File: config.mk
export PLATFORM = sky130hd
export DESIGN_NAME = mac_unit
export DESIGN_NICKNAME = d
export VERILOG_FILES = /design/src/rtl/mac_pkg.sv /design/src/rtl/mac_product.sv /design/src/rtl/mac_accum.sv /design/src/rtl/mac_store.sv /design/src/rtl/mac_unit.sv
export SDC_FILE = /design/constraint.sdc
export NUM_CORES = 2
export LEC_CHECK = 0
export ABC_AREA = 0
export BUFFER_PORTS_ARGS = -buffer_cell sky130_fd_sc_hd__buf_4
export CORE_MARGIN = 8
export CORE_UTILIZATION = 40
export CTS_BUF_LIST = sky130_fd_sc_hd__clkbuf_4
export CTS_CLUSTER_SIZE = 14
export DETAILED_ROUTE_END_ITERATION = 6
export RECOVER_POWER = 25
export SLEW_MARGIN = 20
export SYNTH_ARGS = -nofsm -noshare
export SYNTH_HDL_FRONTEND = slang
export SYNTH_HIERARCHICAL = 1
export SYNTH_SLANG_ARGS = --single-unit
File: constraint.sdc
create_clock -name clk -period 12.05 [get_ports clk]
set_clock_uncertainty 0.05 [all_clocks]
set_input_delay 0.6025 -clock clk [delete_from_list [all_inputs] [get_ports clk]]
set_output_delay 0.6025 -clock clk [all_outputs]
set_load 0.02 [all_outputs]
File: src/rtl/mac_pkg.sv
package mac_pkg;
  typedef enum logic [1:0] {
    OP_MAC  = 2'b00,
    OP_MSAC = 2'b01,
    OP_MUL  = 2'b10,
    OP_LOAD = 2'b11
  } mac_op_e;

  typedef struct packed {
    logic sat_en;
    logic uns;
    logic frac;
    logic rnd;
    logic n;
    logic z;
    logic v;
    logic c;
  } mode_t;
endpackage

File: src/rtl/mac_product.sv
module mac_product #(
  parameter int W = 32
) (
  input  logic [W-1:0] a_i,
  input  logic [W-1:0] b_i,
  input  logic         frac_i,
  input  logic         round_i,
  output logic [W-1:0] prod_o
);
  localparam int PW = 2 * W;

  logic signed [PW-1:0] full;
  logic [PW-1:0]        shifted;
  logic [W-1:0]         hi, lo;
  logic                 inc;

  assign full    = $signed({{W{a_i[W-1]}}, a_i}) * $signed({{W{b_i[W-1]}}, b_i});
  assign shifted = {full[PW-2:0], 1'b0};
  assign hi      = shifted[PW-1:W];
  assign lo      = shifted[W-1:0];
  // nearest, ties to even upper word
  assign inc     = round_i & lo[W-1] & ((|lo[W-2:0]) | hi[0]);

  always_comb begin
    if (frac_i) prod_o = hi + {{(W-1){1'b0}}, inc};
    else        prod_o = full[W-1:0];
  end
endmodule

File: src/rtl/mac_accum.sv
module mac_accum #(
  parameter int W = 32
) (
  input  logic [W-1:0] acc_i,
  input  logic [W-1:0] prod_i,
  input  logic         sub_i,
  input  logic         signed_i,
  output logic [W-1:0] sum_o,
  output logic         ovf_o,
  output logic [W-1:0] sat_o
);
  localparam logic [W-1:0] SMAX = {1'b0, {(W-1){1'b1}}};
  localparam logic [W-1:0] SMIN = {1'b1, {(W-1){1'b0}}};

  logic [W:0] ea, ep, r;

  assign ea = signed_i ? {acc_i[W-1], acc_i}   : {1'b0, acc_i};
  assign ep = signed_i ? {prod_i[W-1], prod_i} : {1'b0, prod_i};
  assign r  = sub_i ? (ea - ep) : (ea + ep);
  assign sum_o = r[W-1:0];

  always_comb begin
    if (signed_i) begin
      ovf_o = r[W] ^ r[W-1];
      sat_o = r[W] ? SMIN : SMAX;
    end else begin
      ovf_o = r[W];
      sat_o = sub_i ? '0 : '1;
    end
  end
endmodule

File: src/rtl/mac_store.sv
module mac_store #(
  parameter int W = 32
) (
  input  logic [W-1:0] acc_i,
  input  logic         half_i,
  output logic [W-1:0] store_o
);
  localparam int H = W / 2;

  logic [H-1:0] top, bot, rounded;
  logic         inc;

  assign top     = acc_i[W-1:H];
  assign bot     = acc_i[H-1:0];
  assign inc     = bot[H-1] & ((|bot[H-2:0]) | top[0]);
  assign rounded = top + {{(H-1){1'b0}}, inc};
  assign store_o = half_i ? {{(W-H){1'b0}}, rounded} : acc_i;
endmodule

File: src/rtl/mac_unit.sv
module mac_unit #(
  parameter int W  = 32,
  parameter int CW = 8
) (
  input  logic          clk,
  input  logic          rst,
  input  logic          op_valid,
  input  logic [1:0]    op_code,
  input  logic [W-1:0]  op_a,
  input  logic [W-1:0]  op_b,
  input  logic          csr_we,
  input  logic [CW-1:0] csr_wdata,
  output logic [CW-1:0] csr_rdata,
  output logic [W-1:0]  acc_o,
  output logic [W-1:0]  mul_o,
  output logic [W-1:0]  store_o
);
  import mac_pkg::*;

  localparam logic [W-1:0] SMAX = {1'b0, {(W-1){1'b1}}};
  localparam logic [W-1:0] SMIN = {1'b1, {(W-1){1'b0}}};

  mode_t    mode_q;
  mac_op_e  op;
  logic [W-1:0] acc_q, mul_q, prod, sum, sat, acc_nx;
  logic     is_acc, is_sub, arith_signed, frozen, ovf, rnd_en;

  assign op           = mac_op_e'(op_code);
  assign is_sub       = (op == OP_MSAC);
  assign is_acc       = (op == OP_MAC) || is_sub;
  assign arith_signed = mode_q.frac | ~mode_q.uns;
  assign frozen       = mode_q.sat_en & mode_q.v;
  assign rnd_en       = mode_q.frac & mode_q.rnd & is_sub;

  mac_product #(.W(W)) u_prod (
    .a_i(op_a), .b_i(op_b), .frac_i(mode_q.frac),
    .round_i(rnd_en), .prod_o(prod)
  );

  mac_accum #(.W(W)) u_acc (
    .acc_i(acc_q), .prod_i(prod), .sub_i(is_sub),
    .signed_i(arith_signed), .sum_o(sum), .ovf_o(ovf), .sat_o(sat)
  );

  mac_store #(.W(W)) u_store (
    .acc_i(acc_q), .half_i(mode_q.frac & mode_q.uns), .store_o(store_o)
  );

  assign acc_nx = (ovf && mode_q.sat_en) ? sat : sum;

  always_ff @(posedge clk) begin
    if (rst) begin
      acc_q  <= '0;
      mul_q  <= '0;
      mode_q <= '0;
    end else begin
      if (op_valid) begin
        unique case (op)
          OP_LOAD: begin
            acc_q    <= op_a;
            mode_q.n <= op_a[W-1];
            mode_q.z <= (op_a == '0);
            mode_q.v <= 1'b0;
          end
          OP_MUL: mul_q <= prod;
          default: begin
            if (!frozen) begin
              acc_q    <= acc_nx;
              mode_q.n <= acc_nx[W-1];
              mode_q.z <= (acc_nx == '0);
              if (ovf) mode_q.v <= 1'b1;
            end
          end
        endcase
      end
      if (csr_we) mode_q <= mode_t'({csr_wdata[CW-1:1], 1'b0});
    end
  end

  assign csr_rdata = mode_q;
  assign acc_o     = acc_q;
  assign mul_o     = mul_q;

  // frozen accumulator ignores accumulates
  p_frozen_hold_r6: assert property (@(posedge clk) disable iff (rst)
    (op_valid && is_acc && frozen) |=> $stable(acc_q));

  // load writes A and clears V
  p_load_clears_v_r7: assert property (@(posedge clk) disable iff (rst)
    (op_valid && op == OP_LOAD && !csr_we) |=> (!mode_q.v && acc_q == $past(op_a)));

  // plain multiply leaves accumulator and flags
  p_mul_keeps_state_r8: assert property (@(posedge clk) disable iff (rst)
    (op_valid && op == OP_MUL && !csr_we) |=>
      ($stable(acc_q) && $stable(mode_q.n) && $stable(mode_q.z) && $stable(mode_q.v)));

  // Z and N follow the accumulator after flag-updating ops
  p_flags_track_r8: assert property (@(posedge clk) disable iff (rst)
    (op_valid && op != OP_MUL && !csr_we) |=>
      (mode_q.z == (acc_q == '0) && mode_q.n == acc_q[W-1]));

  // fresh saturation lands on a limit value
  p_sat_limit_r4: assert property (@(posedge clk) disable iff (rst)
    ($rose(mode_q.v) && mode_q.sat_en && !$past(csr_we)) |->
      (acc_q == SMAX || acc_q == SMIN || acc_q == '0 || acc_q == '1));
endmodule

==> results.yml <==
worst_setup_path:
  start_kind: "input port"
  path_buf_inv: 10
  critPathMostFrequentCell: "fa_1"
  worstPathMaxFanout: 18
  slowest_stage: "fa_1"
  startpoint: "op_a[3]"
  end_kind: "register"
  required_ns: 12.44
  path_delay_family: "adder cells"
  critPathArrivalTime_ns: 12.47
  critPathMaxStageDelay_ns: 0.63
  r2r-start: "csr_rdata[4]"
  crit_type: "input port to register"
drt:
  num_vias: 37420
  drc_errors: 0
  drtIter0Drc: 2588
  via_per_inst: 5.176
  ant_nets: 0
  firstDrtPassIters: 6
  wire_per_inst_um: 20.20
  wl_um: 146000
layout:
  stdcell_count: 7230
  areaGrowthSynthToFinish_pct: 21.81
  nFillCells: 10590
  postLayoutCellArea_um2: 54500
  drive_gt1_share_pct: 21.56
  nets: 7102
clock_network:
  cts_buffer_depth: 2
  cts_tree: "yes"
  cts.root.buffer_cell: "clkbuf_4"
  htree_levels: 3
  clk_latency_ns: 0.51
  cts_buffers: 9
  holdBufCountCts: 0
  clkSinkCount: 71
  clkTransAtPathRegs_ns: 0.14
yosys:
  synth_largest_area_cell: "fa_1"
  ys_types: 107
  synth.net_count: 6474
  synth_edf_count: 0
  async_flop_share_pct: 0
  yosys-top-cells-area: "fa_1 48%, and2_1 8.2%, inv_1 8.0%, ha_1 6.1%, nand2_1 5.3%"
  synth-seq-area-share_pct: 3.177
  yosysWarnings: 6
  ys_seq_elements: 71
  syn_inst: 5105
  synth_area_um2: 44740
  syn_avg_cell_area_um2: 8.765
  synth-main-ff-cell: "dfxtp_1"
  yosysTopAreaCellShare_pct: 48.05
timing:
  setup_viol: 1
  worstMarginPinSlew_ns: 0.9057
  period_needed_ns: 12.08
  period_share_pct: 100.2
  max_freq_mhz: 82.80
  rsz0062_at_grt: "yes"
  finalWorstSetupSlack_ns: -0.02743
  finalHoldViolCount: 0
  maxSlewViolCount: 0
  relSlewSlack_pct: 39.06
die:
  rows: 122
  die_area_um2: 122800
  start_util_pct: 40.37
  core_um2: 110800
  dieWidth_um: 350.5
  ios: 182
  die_y_um: 350.5
global_routing:
  grt_max_degree: 72
  first_global_vias: 40500
  antenna_found_initial: 6
  grtUsageMet2_pct: 39.89
  grt_pass1_wl_um: 224400
  gr-usage-met1_pct: 30.44
  grt_usage_pct: 23.10
  top_usage_layer: "met2"
  grt_overflow: 0
  met3_usage_pct: 2.386
flow_run:
  cap_viol_max_count: 0
placed_design:
  detailed_place_hpwl_um: 121900
  placedCellCount: 7156
  post-place-ws_ns: -0.7518
  gp_congestion: 0.9684
  portBuffers: 179
  placed_area_um2: 52110
hold_path:
  hp-start: "csr_wdata[7]"
  hp-class: "input port to register"
status:
  outcome: "complete, but fails checks"
  violations: "setup timing"
## worst reg2reg max path: cells and delay by family (launching register included)
family	cells	cell delay (ns)
flops	1	0.40
buf+inv	5	0.86
fa+ha+maj	1	0.29
simple gates	16	3.24
xor+xnor	3	0.57
mux	1	0.12
compound gates	7	1.32
## worst paths after layout
check / depth (start not counted) / endpoint / slack, ns
max: 49 / acc_o[8] / -0.03
min: 3 / csr_rdata[7] / 0.27
max reg2reg: 33 / acc_o[8] / 5.16
min reg2reg: 2 / mul_o[25] / 0.41
## synthesized netlist by cell type, types with 9 or more instances
cell type,instances
fa_1,1074
inv_1,958
nand2_1,636
and2_1,583
clkbuf_1,235
ha_1,217
nor2_1,208
a21oi_1,204
xnor2_1,107
dfxtp_1,71
nand3_1,66
o21ai_0,60
nor3_1,47
nor2b_1,46
nand4_1,45
xor2_1,45
buf_2,43
buf_4,38
a21o_1,36
nor4_1,36
a311oi_1,34
a31oi_1,24
nand2b_1,18
and3_1,16
o211ai_1,16
o21bai_1,14
mux2i_1,13
o21ai_1,12
a211oi_1,11
o21a_1,11
or3_1,10
and4_1,9
## cells in the final DEF (no fill, tap or decap), drive strengths merged, types with 8 or more instances in the layout
cell type and count:
a21oi 208, and3 17, nor3 52, nor4 42, o21bai 14, a211oi 15
a21o 36, fa 1074, ha 217, nand2 637, a31oi 25, nand3 67
dfxtp 71, xor2 46, and2 585, mux2 8, clkbuf 18, or3 10
o21ai 76, and4 10, a311oi 37, nor2b 46, xnor2 109, nand2b 19
buf 928, nor2 208, inv 956, o211ai 19, mux2i 13, nand4 48
o21a 11
## metal layers
layer  share of wire (%)  vias to the layer above
met5                   0                        -
met4                 3.3                        0
met3                 5.4                      242
met2                  48                     1137
met1                  43                    19290
li1                    -                    16760
## through the flow
stage          hold WS [ns]  util (%)  setup TNS, ns
6_report             0.2677     49.18       -0.02743
5_1_grt              0.2663     49.17         -14.99
4_1_cts              0.2291     47.48              0
3_5_place_dp         0.3995     47.02         -24.62
3_3_place_gp         0.3958     47.02         -21.09
2_1_floorplan        0.4832         -              0
## layout make-up
type	instances	area, um2	share of cell area, %
Multi-Input combinational cell	3756	39480	72.44
Timing Repair Buffer	937	7943	14.57
Inverter	958	3606	6.616
Tap cell	1488	1862	3.416
Sequential cell	71	1423	2.610
Clock inverter	7	111.4	0.2043
Clock buffer	9	67.56	0.1240
Antenna cell	4	10.01	0.01837
## kinds of logic (layout without fill, tap and decap cells)
logic type,after synthesis,in the layout,share of synthesized area (%)
and+or+nand+nor,1780,1780,20.41
muxes,21,21,0.4922
DFF,71,71,3.177
xor gates and xnor gates,155,155,3.084
other,1,5,0.008381
AOI/OAI and AO/OA,506,508,7.495
buffers and inverters,1280,1911,11.21
adders and majority gates,1291,1291,54.12
## registers in the layout, indices dropped and copies added (netlist names)
register and count:
acc_o 32, mul_o 32, csr_rdata 7
## what timing repair did
| action | in CTS | in global routing |
|---|---|---|
| pin swaps | 24 | 172 |
| resized for setup | 50 | 331 |
| setup buffers | 10 | 34 |
| endpoints found under the setup margin | 35 | 35 |
| gates cloned | 2 | 9 |
Power is not shown: default switching activity piles up to over one toggle a cycle in this logic, so the estimate is an artifact.
